**src/rtl/sbus_shifter.sv**
```systemverilog
module sbus_shifter #(
  parameter int W = 8
) (
  input  logic         clk,
  input  logic         rst_n,
  input  logic         host_wr,
  input  logic         host_sel,
  input  logic [W-1:0] host_wdata,
  output logic [W-1:0] host_rdata,
  input  logic         wake_en,
  input  logic         bus_rel,
  input  logic         sclk,
  input  logic         sdata_in,
  output logic         sdata_drive_low,
  output logic         match,
  output logic         busy,
  output logic         irq
);
  localparam int CW = (W > 1) ? $clog2(W) : 1;
  localparam logic [CW-1:0] LAST = CW'(W - 1);

  logic [W-1:0]  sr, sva;
  logic [CW-1:0] cnt;
  logic          sclk_q, olat, armed;

  wire rise   = sclk & ~sclk_q;
  wire fall   = ~sclk & sclk_q;
  wire wr_sr  = host_wr & ~host_sel;
  wire wr_sva = host_wr & host_sel;
  wire [W-1:0] sr_nxt = {sr[W-2:0], sdata_in};
  wire last   = busy & rise & ~wr_sr & (cnt == LAST);

  assign host_rdata      = host_sel ? sva : sr;
  assign match           = (sr == sva);
  assign sdata_drive_low = ~olat;

  always_ff @(posedge clk or negedge rst_n) begin
    if (!rst_n) begin
      sr     <= '0;
      sva    <= '0;
      cnt    <= '0;
      busy   <= 1'b0;
      olat   <= 1'b1;
      armed  <= 1'b0;
      irq    <= 1'b0;
      sclk_q <= 1'b1;
    end else begin
      sclk_q <= sclk;
      irq    <= last & (~wake_en | (armed & (sr_nxt == sva)));
      armed  <= bus_rel | (armed & ~last);
      if (wr_sva) sva <= host_wdata;
      if (wr_sr) begin
        sr   <= host_wdata;
        cnt  <= '0;
        busy <= 1'b1;
      end else if (busy) begin
        if (fall) olat <= sr[W-1];
        if (rise) begin
          sr  <= sr_nxt;
          cnt <= cnt + 1'b1;
        end
        if (last) begin
          busy <= 1'b0;
          olat <= 1'b1;
        end
      end
    end
  end

  p_idle_release_r3: assert property (@(posedge clk) disable iff (!rst_n)
    !busy |-> !sdata_drive_low);

  p_irq_pulse_r7: assert property (@(posedge clk) disable iff (!rst_n)
    irq |=> !irq);

  p_irq_after_busy_r5: assert property (@(posedge clk) disable iff (!rst_n)
    irq |-> $past(busy));

  p_idle_hold_r10: assert property (@(posedge clk) disable iff (!rst_n)
    (!busy && !wr_sr) |=> (sr == $past(sr)));

  p_wake_match_r8: assert property (@(posedge clk) disable iff (!rst_n)
    (irq && $past(wake_en) && !$past(host_wr)) |-> match);

endmodule

```
**config.mk**
```make
export PLATFORM = sky130hd
export DESIGN_NAME = sbus_shifter
export DESIGN_NICKNAME = d
export VERILOG_FILES = /design/src/rtl/sbus_shifter.sv
export SDC_FILE = /design/constraint.sdc
export NUM_CORES = 1
export LEC_CHECK = 0
export BUFFER_PORTS_ARGS = -buffer_cell sky130_fd_sc_hd__buf_4
export CAP_MARGIN = 20
export CORE_MARGIN = 4
export CORE_UTILIZATION = 47
export DETAILED_ROUTE_END_ITERATION = 6
export PLACE_DENSITY = 0.76
export SYNTH_ARGS = -nofsm -noshare
export SYNTH_HDL_FRONTEND = slang
export SYNTH_SLANG_ARGS = --single-unit
export TNS_END_PERCENT = 30
```
**constraint.sdc**
```tcl
create_clock -name clk -period 1.39 [get_ports clk]
set_input_delay 0.2085 -clock clk [delete_from_list [all_inputs] [get_ports clk]]
set_output_delay 0.2085 -clock clk [all_outputs]
set_load 0.02 [all_outputs]
```
==> results of run 1 <==
-- cells by family after synthesis --
family,share of synthesized area [%]
fa+ha+maj,1.97
buf+inv,5.43
compound gates,11.1
mux,15.1
simple gates,7.80
xor+xnor,11.1
flops,47.6
-- layer usage --
layer	routed length, um	vias to the layer above	GRT usage (%)
li1	-	485	-
met1	1310	546	22.9
met2	1720	53	32.4
met3	235	4	2.81
met4	49	0	8.23
met5	0	-	0
-- worst paths after layout --
kind | cells past startpoint | slack [ps] | start | end
max reg2reg | 6 | -150 | sr[1] | irq
min reg2reg | 2 | 510 | olat | olat
max in group asynchronous | 2 | 770 | rst_n | olat
max | 4 | -170 | sr[0] | match
min in group asynchronous | 2 | 320 | rst_n | sva[5]
min | 2 | 40 | wake_en | irq
-- layout make-up --
cell class              count  area, um2
multi-input cells          68        659
inverters                   9       33.8
well taps                  30       37.5
flip-flops and latches     24        608
clock inverters             1       30.0
repair buffers             50        434
clock buffers               3       22.5
fillers                   182        697
-- sequential cells by signal, indices dropped and copies added (netlist names) --
signal,count
armed,1
busy,1
cnt,3
irq,1
olat,1
sclk_q,1
sr,8
sva,8
-- critical path, cell delays in order (launching register included) --
cell,delay (ps)
dfrtp_1,440
xnor2_1,210
nand4_1,130
nor2_1,110
buf_4,150
-- per-stage QoR --
stage / instance area [um2] / cells / utilization, %
after floorplan: 1270 / 104 / -
after global placement: 1520 / 161 / 60.1
after detailed placement: 1520 / 161 / 60.1
after CTS: 1720 / 177 / 68.4
after global routing: 1830 / 185 / 72.4
final: 1830 / 185 / 72.4
-- what timing repair did --
action,CTS,global route
endpoints found under the setup margin,20,22
endpoints found under the hold margin,23,0
pin swaps,3,5
cloned,0,1
buffers inserted,10,7
hold buffers,2,0
gates resized for setup,18,10
-- where the power goes --
part	leakage [nW]	internal (mW)	total, mW	switching (mW)
combinational	0.579	0.445	0.764	0.319
clock	0.0279	0.292	0.513	0.221
sequential	0.281	0.796	0.901	0.104
-- layout by cell type (no fill, tap or decap), drive strengths merged --
master	Yosys	layout
nand2	2	2
buf	4	48
nand4	4	4
nor2b	3	3
inv	9	9
nor3	1	1
xnor2	9	9
and2b	1	1
mux2	17	17
o21a	1	1
o21ai	1	1
nand2b	1	1
o31ai	1	1
a22o	2	2
ha	2	2
clkbuf	0	3
nor2	1	1
bufinv	0	1
xor2	7	7
dfrtp	22	22
a222oi	8	8
dfstp	2	2
a21oi	3	3
nor4	1	1
and3	1	2
dlygate4sd3	0	2
a21o	1	1
==> metrics.md, run 1 <==
| Metric | Value |
|---|---|
| Worst hold-check path type | `input port to flop` |
| Synth Register Bits | `24` |
| Area growth syn-to-layout | `44.0%` |
| Antenna violations before repair | `0` |
| Overflow after GRT | `0` |
| Net Count, Synth | `122` |
| Placer Congestion | `~0.85` |
| Skew-Pair Late Insertion Delay | `around 320 ps` |
| Post-synth top area share | `a little over two fifths` |
| Fraction of registers with async set/reset | `100%` |
| Final wirelength | `3320 um` |
| Fin. Hold Viols | `0` |
| Largest net degree at the start of global routing | `25` |
| All-Layer GR Usage | `between 10% and 20%` |
| Final setup violation count | `7` |
| Count leader, synth | `dfrtp_1` |
| CTS tree | `yes` |
| Most used flip-flop cell after synthesis | `dfrtp_1` |
| Dpl hpwl | `2050 um` |
| RSZ-0062 raised after global routing | `yes` |
| Critical Path Fanout Max | `3` |
| Tmin final | `1560 ps` |
| Leakage power | `0.888 nW` |
| Die Y | `59.9 um` |
| Via/cell ratio | `5.88` |
| EDFF count, synth | `0` |
| Core Area | `approximately 2500 um2` |
| Iter 0 DRT Violations | `between 70 and 80` |
| Required @ worst endpoint | `approximately 1200 ps` |
| Share of cells above drive strength 1 | `a little over half` |
| Die Width | `59.9 um` |
| Starting Density | `roughly 50%` |
| Clock skew | `about 7.4 ps` |
| Netlist cell types | `26` |
| Max_cap viols | `0` |
| Crit path DAT | `1350 ps` |
| Fmax | `about 640 MHz` |
| Critical Path Start Type | `flop` |
| Setup WS post-layout | `-172 ps` |
| Sequential share of the synthesized area | `47.6%` |
| Period utilization | `112%` |
| Total power | `2.18 mW` |
| Number of global-route vias before repair | `1075` |
| Routed via count | `1088` |
| I/O Buffers | `27` |
| TritonCTS buffer count | `3` |
| Synth Instances | `104` |
| Yosys warns | `0` |
| CTS clk-pin slew, worst paths | `130 ps` |
| Failing checks | `setup timing` |
| H-tree depth | `1` |
| Setup TNS | `-712 ps` |
| Power Density | `1190 nW/um2` |
| Most instantiated cells after synthesis | `22 x dfrtp_1, 17 x mux2_2, 9 x inv_1, 9 x xnor2_1, 8 x a222oi_1` |
| Synth Cell Area | `~1300 um2` |
| Clock root buffer | `clkbuf_4` |
| Max IR drop VDD | `~890 uV` |
| WS Path Type | `flop to output port` |
| Final-report max-slew violation count | `0` |
| Final net count | `between 150 and 200` |
| WHS | `between 30 and 40 ps` |
| Pre-CTS setup slack | `-218 ps` |
| Status | `finished, violations left` |
| Yosys top cell by area | `dfrtp_1` |
| Site row count | `18` |
| Clock sink total | `24` |
| I/O pins | `28` |
| Ant diodes | `0` |
| Syn_area_per_cell | `12.2 um2` |
| Relative slew slack | `between 70% and 80%` |
| DRT Pass-1 Iters | `5` |
| Antenna Nets Post-Route | `0` |
| Critical Path End Type | `output port` |
| Number of remaining DRC errors | `0` |
| Clk buf depth | `2` |
| Largest cells by area after synthesis | `dfrtp_1 43%, mux2_2 15%, a222oi_1 6.3%, xnor2_1 6.2%, xor2_1 4.8%` |
| Die Area | `3590 um2` |
| DR WL/cell | `17.9 um` |
| Slew at the pin closest to its max-slew limit | `342 ps` |
| First-pass GRT wire length | `~5000 um` |
Note: power is estimated with default switching activity, not from simulation.
==> run 2: changes to the inputs <==
SETUP_SLACK_MARGIN = 0.5   (was not set)
==> metrics.md, run 2 (synthesis gave the netlist of run 1 again) <==
| Metric | Value |
|---|---|
| Status | `finished, violations left` |
| Failing checks | `setup timing` |
| Number of remaining DRC errors | `0 (unchanged)` |
| I/O pins | `28 (unchanged)` |
| WS Path Type | `flop to output port` |
| Iter 0 DRT Violations | `109 (+45%)` |
| Fin. Hold Viols | `0 (unchanged)` |
| Largest net degree at the start of global routing | `25 (unchanged)` |
| Commonest non-fill, non-tap cell in the layout | `buf_4` |
| Max IR drop VDD | `842 uV (-5.7%)` |
| Final setup violation count | `11 (+4)` |
| CP top delay family | `flip-flops` |
| Final-report max-slew violation count | `0 (unchanged)` |
| Routed via count | `1147 (+5.4%)` |
| Tmin final | `1580 ps (+21.2 ps)` |
| Die Width | `59.9 um (unchanged)` |
| Via/cell ratio | `5.91 (+0.53%)` |
| RSZ-0062 raised after global routing | `yes` |
| CTS clk-pin slew, worst paths | `130 ps (about the same)` |
| First-pass GRT wire length | `5330 um (+7.1%)` |
| Starting Density | `50.2% (unchanged)` |
| Most frequent cells in the layout | `33 x buf_4, 25 x buf_6, 18 x dfrtp_1` |
| Biggest regs | `sr (8), sva (8), cnt (3)` |
| Antenna violations before repair | `0 (unchanged)` |
| Relative slew slack | `78.5% (+1.4 points)` |
| Final wirelength | `3770 um (+14%)` |
| Overflow after GRT | `0 (unchanged)` |
| Placed insts | `161 (unchanged)` |
| Core Area | `2520 um2 (unchanged)` |
| Die Y | `59.9 um (unchanged)` |
| Slowest stage delay, CP | `460 ps (+20 ps)` |
| Leakage power | `0.973 nW (+9.6%)` |
| Number of global-route vias before repair | `1115 (+3.7%)` |
| Critical Path End Type | `output port` |
| CP Buf/Inv Count | `1 (unchanged)` |
| Fmax | `632 MHz (-1.3%)` |
| DRT Pass-1 Iters | `6 (+1)` |
| TritonCTS buffer count | `3 (unchanged)` |
| Setup TNS | `-1320 ps (-613 ps)` |
| CTS tree | `yes` |
| Clock sink total | `24 (unchanged)` |
| Clk buf depth | `2 (unchanged)` |
| Period utilization | `114% (+1.5 points)` |
| Ant diodes | `0 (unchanged)` |
| I/O Buffers | `27 (unchanged)` |
| Setup WS post-layout | `-193 ps (-21.2 ps)` |
| Die Area | `3590 um2 (unchanged)` |
| Slew at the pin closest to its max-slew limit | `322 ps (-19.8 ps)` |
| DR WL/cell | `19.4 um (+8.3%)` |
| Site row count | `18 (unchanged)` |
| Placer Congestion | `0.858 (+0.89%)` |
| Util after Layout | `78.3% (+5.9 points)` |
| H-tree depth | `1 (unchanged)` |
| Total power | `2.23 mW (+2.2%)` |
| Crit path DAT | `1370 ps (+20 ps)` |
| Skew-Pair Late Insertion Delay | `320 ps (about the same)` |
| Clock skew | `2.53 ps (-4.89 ps)` |
| Required @ worst endpoint | `1180 ps (about the same)` |
| Dpl hpwl | `1970 um (-3.8%)` |
| Antenna Nets Post-Route | `0 (unchanged)` |
| Critical Path Fanout Max | `3 (unchanged)` |
| Final net count | `183 (+5.2%)` |
| Share of cells above drive strength 1 | `60.4% (+7.5 points)` |
| Crit path cell chain | `xnor2_2 > nand4_1 > nor2_1 > buf_4` |
| All-Layer GR Usage | `19.8% (+1.0 points)` |
| Pre-CTS setup slack | `59.4 ps (+277 ps)` |
| Power Density | `1130 nW/um2 (-5.5%)` |
| Final cell count without fillers | `194 (+4.9%)` |
| Critical Path Start Type | `flop` |
| Clock root buffer | `clkbuf_4` |
| Area growth syn-to-layout | `55.8%` |
| Max_cap viols | `0 (unchanged)` |
| Worst hold-check path type | `input port to flop` |
| Worst path slowest cell | `dfrtp_1` |
run 2: changes by cell type in the layout (fill, tap and decap cells not counted), moves of 3 or more:
| cell | delta |
|---|---|
| buf_4 | -3 |
| buf_6 | +14 |
| mux2_2 | -4 |
| mux2_4 | +4 |
| xnor2_1 | -4 |
| xnor2_2 | +4 |
run 2: area by class of cell:
| class | instances | area [um2] |
|---|---|---|
| fill | 146 | 548 |
| inverter | 9 | 33.8 |
| sequential | 24 | 608 |
| multi-input combinational | 67 | 709 |
| tap | 30 | 37.5 |
| clock buffer | 4 | 36.3 |
| timing repair buffer | 60 | 549 |
run 2: layer usage:
layer | GRT usage, % | routed length, um | vias up
met5 | 0 | 0 | -
met4 | 7.59 | 83 | 0
met3 | 2.16 | 259 | 10
met2 | 32.4 | 1870 | 55
met1 | 26.7 | 1560 | 580
li1 | - | - | 502
run 2: power by group:
part           switching, mW  internal, mW  total [mW]
clock                  0.220         0.160       0.380
sequential             0.112         0.796       0.908
combinational          0.380         0.558       0.938
run 2: timing repair:
item | in CTS | in global routing
setup endpoints to repair | 27 | 35
gates cloned | 0 | 0
hold buffers | 2 | 0
setup buffers | 19 | 8
gates resized for setup | 32 | 22
endpoints found under the hold margin | 23 | 0
pin swaps | 11 | 20
run 2: worst register-to-register path, cell delays in order (launching register included):
cell and delay, ps:
dfrtp_1 450, buf_6 140, buf_6 100, xor2_1 160, nor4_1 320, nand4_1 130, a21oi_1 160
run 2: worst paths after layout:
check | from | to | slack (ps) | cells after the start
worst max-delay path | sva[0] | match | -190 | 4
worst min-delay path | wake_en | irq | 60 | 2
worst max register to register | sva[2] | irq | -130 | 6
worst min register to register | olat | olat | 540 | 2
max in group asynchronous | rst_n | sclk_q | 790 | 2
min in group asynchronous | rst_n | sva[4] | 310 | 2
run 2: metrics by stage:
step	area, um2	hold slack, ps
6_report	1970	58.0
5_1_grt	1970	45.3
4_1_cts	1810	49.0
2_1_floorplan	1270	-87.1
3_5_place_dp	1510	128
3_3_place_gp	1510	123
